File: src/rtl/uart_idle_pkg.sv
package uart_idle_pkg;
  typedef enum logic [2:0] {
    ST_IDLE,
    ST_START,
    ST_DATA,
    ST_PAR,
    ST_STOP,
    ST_TAIL
  } ser_st_e;
endpackage

File: src/rtl/uart_idle_tx.sv
module uart_idle_tx
  import uart_idle_pkg::*;
#(
  parameter int CLKS_PER_BIT = 16,
  parameter int DATA_W       = 8
) (
  input  logic              clk_i,
  input  logic              rst_ni,
  input  logic              stop2_i,
  input  logic              par_en_i,
  input  logic              par_odd_i,
  input  logic              tx_dis_i,
  input  logic [DATA_W-1:0] tx_data_i,
  input  logic              tx_valid_i,
  output logic              tx_ready_o,
  output logic              txd_o,
  output logic              tx_idle_o,
  output logic              tx_dis_stat_o
);
  localparam int CW = $clog2(CLKS_PER_BIT);
  localparam int IW = $clog2(DATA_W);
  localparam logic [CW-1:0] BIT_LAST = CW'(CLKS_PER_BIT - 1);
  localparam logic [IW-1:0] IDX_LAST = IW'(DATA_W - 1);

  ser_st_e           st_q;
  logic [CW-1:0]     cnt_q;
  logic [IW-1:0]     idx_q;
  logic [DATA_W-1:0] sh_q;
  logic              par_q, pen_q, two_q, dis_q;
  logic              bit_end;

  assign bit_end    = (cnt_q == BIT_LAST);
  assign tx_ready_o = (st_q == ST_IDLE) && !tx_dis_i;

  always_ff @(posedge clk_i or negedge rst_ni) begin
    if (!rst_ni) begin
      st_q  <= ST_IDLE;
      cnt_q <= '0;
      idx_q <= '0;
      sh_q  <= '0;
      par_q <= 1'b0;
      pen_q <= 1'b0;
      two_q <= 1'b0;
      dis_q <= 1'b0;
    end else begin
      dis_q <= (st_q == ST_IDLE) && tx_dis_i;
      case (st_q)
        ST_IDLE: begin
          if (tx_valid_i && tx_ready_o) begin
            sh_q  <= tx_data_i;
            par_q <= (^tx_data_i) ^ par_odd_i;
            pen_q <= par_en_i;
            two_q <= stop2_i;
            cnt_q <= '0;
            idx_q <= '0;
            st_q  <= ST_START;
          end
        end
        ST_START: begin
          if (bit_end) begin
            cnt_q <= '0;
            st_q  <= ST_DATA;
          end else cnt_q <= cnt_q + CW'(1);
        end
        ST_DATA: begin
          if (bit_end) begin
            cnt_q <= '0;
            sh_q  <= sh_q >> 1;
            if (idx_q == IDX_LAST) begin
              idx_q <= '0;
              st_q  <= pen_q ? ST_PAR : ST_STOP;
            end else idx_q <= idx_q + IW'(1);
          end else cnt_q <= cnt_q + CW'(1);
        end
        ST_PAR: begin
          if (bit_end) begin
            cnt_q <= '0;
            st_q  <= ST_STOP;
          end else cnt_q <= cnt_q + CW'(1);
        end
        ST_STOP: begin
          // idx_q counts stop bits here
          if (bit_end) begin
            cnt_q <= '0;
            if (two_q && idx_q == '0) idx_q <= IW'(1);
            else begin
              idx_q <= '0;
              st_q  <= ST_IDLE;
            end
          end else cnt_q <= cnt_q + CW'(1);
        end
        default: st_q <= ST_IDLE;
      endcase
    end
  end

  always_comb begin
    case (st_q)
      ST_START: txd_o = 1'b0;
      ST_DATA:  txd_o = sh_q[0];
      ST_PAR:   txd_o = par_q;
      default:  txd_o = 1'b1;
    endcase
  end

  assign tx_idle_o     = (st_q == ST_IDLE);
  assign tx_dis_stat_o = dis_q;
endmodule

File: src/rtl/uart_idle_rx.sv
module uart_idle_rx
  import uart_idle_pkg::*;
#(
  parameter int CLKS_PER_BIT = 16,
  parameter int DATA_W       = 8
) (
  input  logic              clk_i,
  input  logic              rst_ni,
  input  logic              stop2_i,
  input  logic              par_en_i,
  input  logic              par_odd_i,
  input  logic              rxd_i,
  input  logic              par_err_clr_i,
  output logic [DATA_W-1:0] rx_data_o,
  output logic              rx_valid_o,
  output logic              rx_frm_err_o,
  output logic              par_err_o,
  output logic              rx_idle_o
);
  localparam int CW   = $clog2(2 * CLKS_PER_BIT);
  localparam int IW   = $clog2(DATA_W);
  localparam int HALF = CLKS_PER_BIT / 2;
  localparam int REST = CLKS_PER_BIT - HALF;
  localparam logic [CW-1:0] BIT_LAST  = CW'(CLKS_PER_BIT - 1);
  localparam logic [CW-1:0] HALF_LAST = CW'(HALF - 1);
  localparam logic [CW-1:0] TAIL_ONE  = CW'(REST - 1);
  localparam logic [CW-1:0] TAIL_TWO  = CW'(REST + CLKS_PER_BIT - 1);
  localparam logic [IW-1:0] IDX_LAST  = IW'(DATA_W - 1);

  ser_st_e           st_q;
  logic [CW-1:0]     cnt_q;
  logic [IW-1:0]     idx_q;
  logic [DATA_W-1:0] sh_q, data_q;
  logic              s1_q, s2_q;
  logic              pen_q, odd_q, two_q;
  logic              vld_q, frm_q, perr_q;
  logic              bit_end, tail_end;

  assign bit_end  = (cnt_q == BIT_LAST);
  assign tail_end = (cnt_q == (two_q ? TAIL_TWO : TAIL_ONE));

  always_ff @(posedge clk_i or negedge rst_ni) begin
    if (!rst_ni) begin
      s1_q <= 1'b1;
      s2_q <= 1'b1;
    end else begin
      s1_q <= rxd_i;
      s2_q <= s1_q;
    end
  end

  always_ff @(posedge clk_i or negedge rst_ni) begin
    if (!rst_ni) begin
      st_q   <= ST_IDLE;
      cnt_q  <= '0;
      idx_q  <= '0;
      sh_q   <= '0;
      data_q <= '0;
      pen_q  <= 1'b0;
      odd_q  <= 1'b0;
      two_q  <= 1'b0;
      vld_q  <= 1'b0;
      frm_q  <= 1'b0;
      perr_q <= 1'b0;
    end else begin
      vld_q <= 1'b0;
      if (par_err_clr_i) perr_q <= 1'b0;
      case (st_q)
        ST_IDLE: begin
          if (!s2_q) begin
            pen_q <= par_en_i;
            odd_q <= par_odd_i;
            two_q <= stop2_i;
            cnt_q <= '0;
            st_q  <= ST_START;
          end
        end
        ST_START: begin
          // mid-bit recheck rejects short glitches
          if (cnt_q == HALF_LAST) begin
            cnt_q <= '0;
            idx_q <= '0;
            st_q  <= s2_q ? ST_IDLE : ST_DATA;
          end else cnt_q <= cnt_q + CW'(1);
        end
        ST_DATA: begin
          if (bit_end) begin
            cnt_q <= '0;
            sh_q  <= {s2_q, sh_q[DATA_W-1:1]};
            if (idx_q == IDX_LAST) st_q <= pen_q ? ST_PAR : ST_STOP;
            else idx_q <= idx_q + IW'(1);
          end else cnt_q <= cnt_q + CW'(1);
        end
        ST_PAR: begin
          if (bit_end) begin
            cnt_q <= '0;
            if (s2_q != ((^sh_q) ^ odd_q)) perr_q <= 1'b1;
            st_q <= ST_STOP;
          end else cnt_q <= cnt_q + CW'(1);
        end
        ST_STOP: begin
          if (bit_end) begin
            cnt_q  <= '0;
            data_q <= sh_q;
            vld_q  <= 1'b1;
            frm_q  <= !s2_q;
            st_q   <= ST_TAIL;
          end else cnt_q <= cnt_q + CW'(1);
        end
        ST_TAIL: begin
          // hold busy until the whole stop period has passed
          if (tail_end) begin
            cnt_q <= '0;
            st_q  <= ST_IDLE;
          end else cnt_q <= cnt_q + CW'(1);
        end
        default: st_q <= ST_IDLE;
      endcase
    end
  end

  assign rx_data_o    = data_q;
  assign rx_valid_o   = vld_q;
  assign rx_frm_err_o = frm_q;
  assign par_err_o    = perr_q;
  assign rx_idle_o    = (st_q == ST_IDLE);
endmodule

File: src/rtl/uart_idle_top.sv
module uart_idle_top #(
  parameter int CLKS_PER_BIT = 16,
  parameter int DATA_W       = 8
) (
  input  logic              clk_i,
  input  logic              rst_ni,
  input  logic              stop2_i,
  input  logic              par_en_i,
  input  logic              par_odd_i,
  input  logic              tx_dis_i,
  input  logic [DATA_W-1:0] tx_data_i,
  input  logic              tx_valid_i,
  output logic              tx_ready_o,
  output logic              txd_o,
  output logic              tx_idle_o,
  output logic              tx_dis_stat_o,
  input  logic              rxd_i,
  output logic [DATA_W-1:0] rx_data_o,
  output logic              rx_valid_o,
  output logic              rx_frm_err_o,
  input  logic              par_err_clr_i,
  output logic              par_err_o,
  output logic              rx_idle_o
);
  uart_idle_tx #(.CLKS_PER_BIT(CLKS_PER_BIT), .DATA_W(DATA_W)) u_tx (
    .clk_i        (clk_i),
    .rst_ni       (rst_ni),
    .stop2_i      (stop2_i),
    .par_en_i     (par_en_i),
    .par_odd_i    (par_odd_i),
    .tx_dis_i     (tx_dis_i),
    .tx_data_i    (tx_data_i),
    .tx_valid_i   (tx_valid_i),
    .tx_ready_o   (tx_ready_o),
    .txd_o        (txd_o),
    .tx_idle_o    (tx_idle_o),
    .tx_dis_stat_o(tx_dis_stat_o)
  );

  uart_idle_rx #(.CLKS_PER_BIT(CLKS_PER_BIT), .DATA_W(DATA_W)) u_rx (
    .clk_i        (clk_i),
    .rst_ni       (rst_ni),
    .stop2_i      (stop2_i),
    .par_en_i     (par_en_i),
    .par_odd_i    (par_odd_i),
    .rxd_i        (rxd_i),
    .par_err_clr_i(par_err_clr_i),
    .rx_data_o    (rx_data_o),
    .rx_valid_o   (rx_valid_o),
    .rx_frm_err_o (rx_frm_err_o),
    .par_err_o    (par_err_o),
    .rx_idle_o    (rx_idle_o)
  );
endmodule

File: config.mk
export PLATFORM = sky130hd
export DESIGN_NAME = uart_idle_top
export DESIGN_NICKNAME = d
export VERILOG_FILES = /design/src/rtl/uart_idle_pkg.sv /design/src/rtl/uart_idle_tx.sv /design/src/rtl/uart_idle_rx.sv /design/src/rtl/uart_idle_top.sv
export SDC_FILE = /design/constraint.sdc
export NUM_CORES = 1
export LEC_CHECK = 0
export ABC_AREA = 0
export BUFFER_PORTS_ARGS = -buffer_cell sky130_fd_sc_hd__buf_4
export CAP_MARGIN = 20
export CORE_MARGIN = 5
export CORE_UTILIZATION = 40
export CTS_BUF_LIST = sky130_fd_sc_hd__clkbuf_4
export DETAILED_ROUTE_END_ITERATION = 8
export PLACE_DENSITY = 0.67
export SKIP_LAST_GASP = 1
export SYNTH_ARGS = -nofsm -noshare
export SYNTH_HDL_FRONTEND = slang
export SYNTH_SLANG_ARGS = --single-unit
File: constraint.sdc
create_clock -name clk_i -period 2.3 [get_ports clk_i]
set_input_delay 0.23 -clock clk_i [delete_from_list [all_inputs] [get_ports clk_i]]
set_output_delay 0.23 -clock clk_i [all_outputs]
set_load 0.005 [all_outputs]
==> results of run 1 <==
## report_power, final
group | internal (uW) | switching (uW)
logic | 647 | 689
clock network | 430 | 387
registers | 1250 | 245
## registers in the layout (all words and copies together) (netlist names), 3 cells and up
register,count
u_rx.rx_data_o,8
u_rx.sh_q,8
u_tx.sh_q,8
u_rx.cnt_q,5
u_tx.cnt_q,4
u_rx.idx_q,3
u_rx.st_q,3
u_tx.idx_q,3
u_tx.st_q,3
## final timing paths
path / start / slack (ns) / endpoint
worst max-delay path: u_tx.cnt_q[0] / 0.31 / u_tx.idx_q[2]
worst min-delay path: tx_dis_i / 0.04 / u_tx.tx_dis_stat_o
worst max register to register: u_tx.cnt_q[0] / 0.31 / u_tx.idx_q[2]
worst min register to register: u_rx.s1_q / 0.36 / u_rx.s2_q
max in group asynchronous: rst_ni / 1.40 / u_tx.sh_q[5]
min in group asynchronous: rst_ni / 0.40 / u_tx.idx_q[1]
## through the flow
step | cell area, um2 | cells | utilization (%) | hold slack [ns] | setup slack [ns]
after detailed placement | 3337 | 424 | 45.76 | 0.3395 | 0.1661
after CTS | 3520 | 443 | 48.27 | 0.02307 | 0.1181
after global routing | 3532 | 443 | 48.44 | 0.04340 | 0.07687
after global placement | 3337 | 424 | 45.76 | 0.3342 | 0.3078
after floorplan | 3023 | 301 | - | -0.06559 | 0.3585
final | 3532 | 443 | 48.44 | 0.04184 | 0.3068
## area by class of cell
cell class                 count  area share, %
multi-input combinational    211          40.77
sequential                    57          40.45
timing repair buffer          41          8.927
tap                           99          3.507
clock inverter                 7          2.409
inverter                      19          2.019
clock buffer                   9          1.913
## logic make-up (layout without fill, tap and decap cells)
group,Yosys count,after routing
flops,57,57
simple gates,92,92
compound gates,61,61
mux,31,31
xor+xnor,18,18
buf+inv,33,76
fa+ha+maj,9,9
## repair_timing
item | CTS | global route
resized for setup | 0 | 2
hold endpoints to repair | 57 | 0
endpoints found under the setup margin | 0 | 2
hold buffers | 3 | 0
## cells in the mapped netlist, drive strengths merged (2+ instances only)
master and count:
dfrtp 55, nand2 34, nor2 23, a21oi 21, inv 18, mux2 18
xnor2 16, o21ai 15, mux2i 13, nand3 11, buf 9, ha 9
nor3 6, clkbuf 5, o22ai 5, and2 4, o31ai 4, a21o 3
nand2b 3, or3 3, a22o 2, a22oi 2, dfstp 2, o211ai 2
o21a 2, or2 2, xor2 2
## worst reg2reg max path, cell delays in order (launching register included)
cell and delay [ns]:
dfrtp_1 0.43, ha_1 0.24, nand3_1 0.26, mux2i_1 0.23, a21oi_1 0.08, nor2_1 0.27, mux2_2 0.38
## per-layer routing
metal  global-route usage [%]  share of wire, %  vias up
met4                    7.883               2.6        0
met3                    3.237               3.5       10
li1                         -                 -     1118
met1                    16.44                46     1085
met2                    21.34                48       47
met5                        0                 0        -
==> run_results.csv, run 1 <==
group,metric,value,unit
layout,multi_input_area,1440,um2
hold_path,holdCritPathClass,"in -> reg",
sta,setup_viol,0,
logic_synthesis,synth_mux_area_share,11.01,%
detailed_routing,routed_wl,5.843,mm
sta,skew,0.01376,ns
floorplanning,start_util,41.46,%
detailed_routing,first_pass_iters,4,
placed_design,gp_congestion,0.8618,
clocking,htreeDepth,3,
logic_synthesis,yosysSeqAreaShare,47.27,%
sta,min_period,1.993,ns
sta,fmax,0.5017,GHz
detailed_routing,wire_per_inst,13.19,um
clocking,clk_latency,0.41,ns
layout,syn_to_final_growth,16.85,%
worst_setup_path,path_buf_inv,0,
logic_synthesis,synth_top_family_by_area,"simple AND/OR/NAND/NOR gates",
logic_synthesis,synthDistinctLibCells,52,
global_routing,grt.total_usage,13.40,%
run_status,status,"finished, final reports clean",
layout,fin_nets,365,
layout,final_common_cell,"dfrtp_1",
logic_synthesis,avgSynthCellArea,10.04,um2
logic_synthesis,synth-warning-count,0,
worst_setup_path,crit_family,"multiplexers",
sta,max_slew_margin,52.05,%
detailed_routing,drtIter0Drc,129,
logic_synthesis,synth_area_leaders,"dfrtp_1, mux2_2, xnor2_1",
global_routing,grt_pass1_vias,2284,
worst_setup_path,reg2regPathDepth,6,
logic_synthesis,synthesis.area,3023,um2
logic_synthesis,synthArstFlopShare,100.0,%
clocking,cts_tree,"built",
global_routing,grt_max_degree,58,
worst_setup_path,critPathSlowestCell,"dfrtp_1",
worst_setup_path,slowest_delay,0.43,ns
power,total_power,3646,uW
clocking,cts_root_buffer,"clkbuf_4",
global_routing,grt_pass1_wl,10.33,mm
layout,mostFrequentLayoutCells,"dfrtp_1, buf_4, nand2_1, nor2_1, a21oi_1",
sta,rsz0062_at_grt,"no",
clocking,ctsLongestPathBuffers,2,
sta,fin_setup_tns,0,ns
sta,worst_pin_slew,0.7192,ns
hold_path,whs_path_depth,2,
detailed_routing,drc_errors,0,
global_routing,antenna_found_initial,0,
logic_synthesis,synth-compound-area-share,12.83,%
clocking,cts_inserted_buffers,9,
global_routing,overflow,0,
worst_setup_path,cp-start-kind,"flip-flop",
logic_synthesis,ys.flop_type,"dfrtp_1",
logic_synthesis,synth_fa_ha_area_share,3.725,%
floorplanning,die_x,96.93,um
clocking,cts_setup_buffers,0,
worst_setup_path,cp_max_fo,5,
sta,period_share,86.66,%
clocking,clk_pin_slew,0.11,ns
logic_synthesis,synth_cells,301,
worst_setup_path,path_cells,"ha_1 -> nand3_1 -> mux2i_1 -> a21oi_1 -> nor2_1 -> mux2_2",
detailed_routing,viasPerCell,5.102,
power,cellLeakagePower,0.001657,uW
logic_synthesis,yosysTopAreaCellShare,45.53,%
logic_synthesis,synth_edf_count,0,
floorplanning,io_pins,33,
placed_design,portBuffers,32,
worst_setup_path,arrival,2.29,ns
layout,seq_area,1429,um2
layout,drive_gt1_share,24.71,%
job,maxCapViolCount,0,
layout,num_antenna_cells,0,
detailed_routing,ant_nets,0,
floorplanning,die_area,9395,um2
power,power.density,1032,nW/um2
floorplanning,die_h,96.93,um
logic_synthesis,yosys.area.top_type,"dfrtp_1",
placed_design,dp_hpwl,4.096,mm
logic_synthesis,synth-seq-cells,57,
worst_setup_path,cp-end-kind,"flip-flop",
power,vdd_ir_drop_max,0.5058,mV
logic_synthesis,yosys.area_share.xor_xnor,5.215,%
layout,fillers,729,
logic_synthesis,syn_nets,327,
logic_synthesis,synthSimpleGateAreaFrac,14.45,%
floorplanning,coreArea,7292,um2
worst_setup_path,crit_type,"reg -> reg",
sta,drv_slew,0,
worst_setup_path,cp.required,2.60,ns
sta,hold_viol,0,
detailed_routing,via_count,2260,
worst_setup_path,crit_cells,6,
clocking,cts.sinks,57,
floorplanning,rows,31,
(Power assumes the default switching activity.)
==> run 2, diff against run 1 <==
- SETUP_SLACK_MARGIN: not set -> 0.4
==> run_results.csv, run 2 (synthesized netlist as in run 1, its figures left out) <==
group,metric,value,unit
hold_path,hold_path.startpoint,"tx_dis_i",
layout,fin_nets,372,
sta,worst_pin_slew,0.7210,ns
worst_setup_path,worst_r2r_startpoint,"u_rx.cnt_q[1]",
global_routing,grt_pass1_vias,2277,
detailed_routing,wire_per_inst,13.55,um
sta,setup_viol,0,
power,vdd_ir_drop_max,0.4582,mV
worst_setup_path,cp-start-kind,"flip-flop",
sta,skew,0.01229,ns
worst_setup_path,cp_max_fo,9,
worst_setup_path,reg2reg_slack,0.51,ns
layout,syn_to_final_growth,19.33,%
sta,rsz0062_at_grt,"yes",
sta,hold_viol,0,
clocking,cts_inserted_buffers,9,
job,maxCapViolCount,0,
sta,min_period,1.788,ns
floorplanning,rows,31,
floorplanning,die_h,96.93,um
detailed_routing,first_pass_iters,4,
worst_setup_path,cp.required,2.57,ns
floorplanning,coreArea,7292,um2
placed_design,dp_hpwl,4.209,mm
clocking,clk_pin_slew,0.09,ns
worst_setup_path,cp-end-kind,"flip-flop",
detailed_routing,drc_errors,0,
sta,fmax,0.5592,GHz
detailed_routing,via_count,2284,
sta,fin_setup_tns,0,ns
worst_setup_path,arrival,2.05,ns
detailed_routing,viasPerCell,5.087,
layout,drive_gt1_share,28.86,%
floorplanning,start_util,41.46,%
sta,period_share,77.75,%
global_routing,grt.total_usage,13.52,%
clocking,clk_latency,0.38,ns
power,total_power,3722,uW
global_routing,grt_pass1_wl,10.57,mm
clocking,cts_root_buffer,"clkbuf_4",
worst_setup_path,setup.worst_path.start,"u_rx.cnt_q[1]",
power,power.density,1032,nW/um2
layout,fillers,716,
clocking,cts_tree,"built",
worst_setup_path,crit_type,"reg -> reg",
power,cellLeakagePower,0.001684,uW
run_status,status,"finished, final reports clean",
layout,num_antenna_cells,0,
global_routing,grt_max_degree,58,
clocking,ctsLongestPathBuffers,2,
placed_design,gp_congestion,0.8784,
sta,max_slew_margin,51.93,%
floorplanning,io_pins,33,
placed_design,portBuffers,32,
clocking,htreeDepth,3,
layout,final_common_cell,"dfrtp_1",
clocking,cts.sinks,57,
layout,mostFrequentLayoutCells,"dfrtp_1, buf_4, nand2_1, nor2_1, a21oi_1",
floorplanning,die_area,9395,um2
sta,drv_slew,0,
hold_path,holdCritPathClass,"in -> reg",
floorplanning,die_x,96.93,um
global_routing,antenna_found_initial,0,
detailed_routing,routed_wl,6.082,mm
layout,multi_input_area,1465,um2
global_routing,overflow,0,
layout,seq_area,1433,um2
detailed_routing,drtIter0Drc,176,
detailed_routing,ant_nets,0,
-- run 2: cell count changes in the layout (fill, tap and decap cells not counted), sizes merged --
| cell | delta |
|---|---|
| clkinv | -1 |
| clkinvlp | -1 |
| clkbuf | +1 |
| buf | +7 |
-- run 2: timing repair --
action	4_1_cts	5_1_grt
buffers inserted	0	6
hold buffers	3	0
setup endpoints to repair	16	32
pin swaps	0	3
endpoints found under the hold margin	57	0
resized for setup	4	12
-- run 2: area by class of cell --
cell class / instances / area share, %
Clock inverter: 5 / 1.977
Tap cell: 99 / 3.434
Inverter: 19 / 1.977
Sequential cell: 57 / 39.72
Clock buffer: 10 / 2.081
Multi-Input combinational cell: 211 / 40.62
Timing Repair Buffer: 48 / 10.20
-- run 2: worst max-delay path, cell delays in order (launching register included) --
cell	delay, ns
dfrtp_1	0.38
ha_2	0.22
nand3_2	0.10
inv_2	0.08
ha_4	0.17
a21oi_1	0.08
o211ai_1	0.25
o31ai_2	0.15
o21ai_1	0.15
o31ai_1	0.09
-- run 2: metrics by stage --
step	setup WS [ns]	cell area, um2	std cells	utilization [%]	hold slack [ns]
4_1_cts	0.4071	3537	443	48.51	0.03769
6_report	0.5118	3607	449	49.47	0.06888
5_1_grt	0.3694	3607	449	49.47	0.03861
2_1_floorplan	0.4709	3024	301	-	-0.06559
3_5_place_dp	0.2417	3344	425	45.86	0.3390
3_3_place_gp	0.3231	3344	425	45.86	0.3361
-- run 2: path summary, 6_finish.rpt --
kind,endpoint,cells after the start
setup / recovery,u_rx.st_q[0],9
setup reg to reg,u_rx.st_q[0],9
hold / removal,u_tx.tx_dis_stat_o,2
hold reg to reg,u_rx.s2_q,0
max in group asynchronous,u_rx.st_q[1],2
min in group asynchronous,u_tx.sh_q[4],2
-- run 2: report_power, final --
part | total, uW | internal [uW] | switching (uW) | leakage (uW)
Combinational | 1470 | 712 | 755 | 0.000872
Clock | 784 | 438 | 346 | 0.0000790
Sequential | 1470 | 1250 | 218 | 0.000733
Total | 3720 | 2400 | 1320 | 0.00168
-- run 2: per-layer routing --
metal / GRT usage (%) / routed length (um)
met2: 21.55 / 3016
met5: 0 / 0
met4: 7.127 / 104
met3: 2.302 / 185
met1: 17.49 / 2775
==> run 3, diff against run 2 <==
- PLACE_DENSITY: 0.67 -> 0.69
- clock period: 2.3 -> 1.57 ns (I/O delays scaled with it)
==> run_results.csv, run 3 (synthesized netlist as in run 1, its figures left out) <==
group,metric,value,unit
clocking,cts_tree,"built",
detailed_routing,wire_per_inst,14.40,um
run_status,violations,"setup timing",
global_routing,grt_pass1_wl,12.30,mm
worst_setup_path,cp_max_fo,7,
floorplanning,die_x,96.93,um
clocking,clk_latency,0.40,ns
clocking,cts_root_buffer,"clkbuf_4",
detailed_routing,first_pass_iters,4,
power,cellLeakagePower,0.002152,uW
sta,skew,0.01094,ns
layout,drive_gt1_share,49.88,%
layout,multi_input_area,1858,um2
global_routing,grt_pass1_vias,2646,
run_status,status,"finished, violations left",
sta,worst_slack,-0.1762,ns
sta,period_share,111.2,%
power,total_power,6799,uW
placed_design,gp_congestion,0.8443,
power,vdd_ir_drop_max,0.9397,mV
detailed_routing,drtIter0Drc,72,
sta,setup_viol,42,
sta,drv_slew,0,
detailed_routing,viasPerCell,4.967,
floorplanning,die_area,9395,um2
clocking,clk_pin_slew,0.10,ns
sta,hold_viol,0,
sta,max_slew_margin,52.17,%
placed_design,place_area,3751,um2
floorplanning,io_pins,33,
floorplanning,rows,31,
layout,fin_nets,436,
layout,mostFrequentLayoutCells,"buf_4, dfrtp_1, nand2_1, buf_6",
layout,final_cell_area,4589,um2
global_routing,grt.total_usage,15.88,%
worst_setup_path,arrival,2.06,ns
worst_setup_path,cp.required,1.88,ns
floorplanning,die_h,96.93,um
clocking,ctsLongestPathBuffers,2,
worst_setup_path,cp-end-kind,"flip-flop",
floorplanning,start_util,41.46,%
global_routing,overflow,0,
layout,fillers,579,
detailed_routing,routed_wl,7.403,mm
clocking,cts_inserted_buffers,9,
layout,num_antenna_cells,0,
floorplanning,coreArea,7292,um2
worst_setup_path,crit_type,"reg -> reg",
placed_design,post-place-ws,-0.09474,ns
detailed_routing,via_count,2553,
layout,seq_area,1433,um2
sta,fmax,0.5727,GHz
layout,syn_to_final_growth,51.82,%
global_routing,antenna_found_initial,0,
detailed_routing,ant_nets,0,
worst_setup_path,cp-start-kind,"flip-flop",
clocking,cts.sinks,57,
clocking,htreeDepth,3,
sta,rsz0062_at_grt,"yes",
sta,min_period,1.746,ns
placed_design,dp_hpwl,4.398,mm
sta,worst_pin_slew,0.7175,ns
hold_path,holdCritPathClass,"in -> reg",
detailed_routing,drc_errors,0,
placed_design,portBuffers,32,
layout,final_common_cell,"buf_4",
job,maxCapViolCount,0,
power,power.density,1482,nW/um2
global_routing,grt_max_degree,58,
## run 3: changes by cell type in the layout (fill, tap and decap cells not counted), moves of 6 or more
cell / change
o21ai_0: -7
buf_4: +33
mux2_4: +14
nand2_1: -9
buf_6: +20
a21oi_1: -13
nand2_2: +6
a21oi_2: +12
o21ai_1: +6
mux2_2: -14
## run 3: final timing paths
| kind | end | slack (ns) | start | cells after the start |
|---|---|---|---|---|
| worst max-delay path | u_rx.st_q[2] | -0.18 | u_rx.cnt_q[0] | 10 |
| worst min-delay path | u_tx.sh_q[6] | 0.07 | tx_data_i[6] | 3 |
| worst max register to register | u_rx.st_q[2] | -0.18 | u_rx.cnt_q[0] | 10 |
| worst min register to register | u_rx.s2_q | 0.37 | u_rx.s1_q | 0 |
| max in group asynchronous | u_rx.sh_q[6] | 0.71 | rst_ni | 2 |
| min in group asynchronous | u_rx.st_q[0] | 0.34 | rst_ni | 2 |
## run 3: repair_timing
item | CTS | global route
endpoints found under the setup margin | 59 | 59
hold buffers | 8 | 0
buffers inserted | 21 | 11
cloned | 2 | 0
pin swaps | 23 | 15
hold endpoints to repair | 64 | 0
gates resized for setup | 58 | 26
## run 3: metal layers
| metal | GRT usage [%] | up-vias | wire length, um |
|---|---|---|---|
| met4 | 5.724 | 0 | 159 |
| li1 | - | 1260 | - |
| met2 | 26.75 | 47 | 3769 |
| met3 | 4.820 | 17 | 287 |
| met1 | 19.12 | 1229 | 3187 |
| met5 | 0 | - | 0 |
## run 3: cell type report
class	count	area share [%]
inverter	19	1.663
tap	99	2.699
clock inverter	5	0.4907
multi-input combinational	212	40.49
timing repair buffer	111	21.65
sequential	57	31.22
clock buffer	11	1.799
## run 3: worst max-delay path, stage by stage (launching register included)
cell      delay (ns)
dfrtp_1         0.40
ha_4            0.17
nand3_4         0.07
inv_2           0.07
ha_4            0.19
a21oi_2         0.06
o211ai_1        0.19
buf_4           0.17
buf_4           0.11
a21oi_2         0.05
a311oi_1        0.18
## run 3: stage by stage
step | hold slack [ns] | utilization, % | instances | setup TNS (ns)
after floorplan | -0.1386 | - | 301 | -1.024
after global placement | 0.2612 | 51.44 | 456 | -0.5334
after detailed placement | 0.2681 | 51.44 | 456 | -1.002
after CTS | 0.04264 | 60.16 | 503 | -1.519
after global routing | 0.06464 | 62.94 | 514 | -6.443
final | 0.06595 | 62.94 | 514 | -2.506
## run 3: report_power, final
part | total (uW) | leakage [uW] | switching [uW] | internal [uW]
clock | 864 | 0.0000655 | 521 | 343
combinational | 3760 | 0.00135 | 1700 | 2070
sequential | 2170 | 0.000733 | 338 | 1830
total | 6800 | 0.00215 | 2550 | 4240
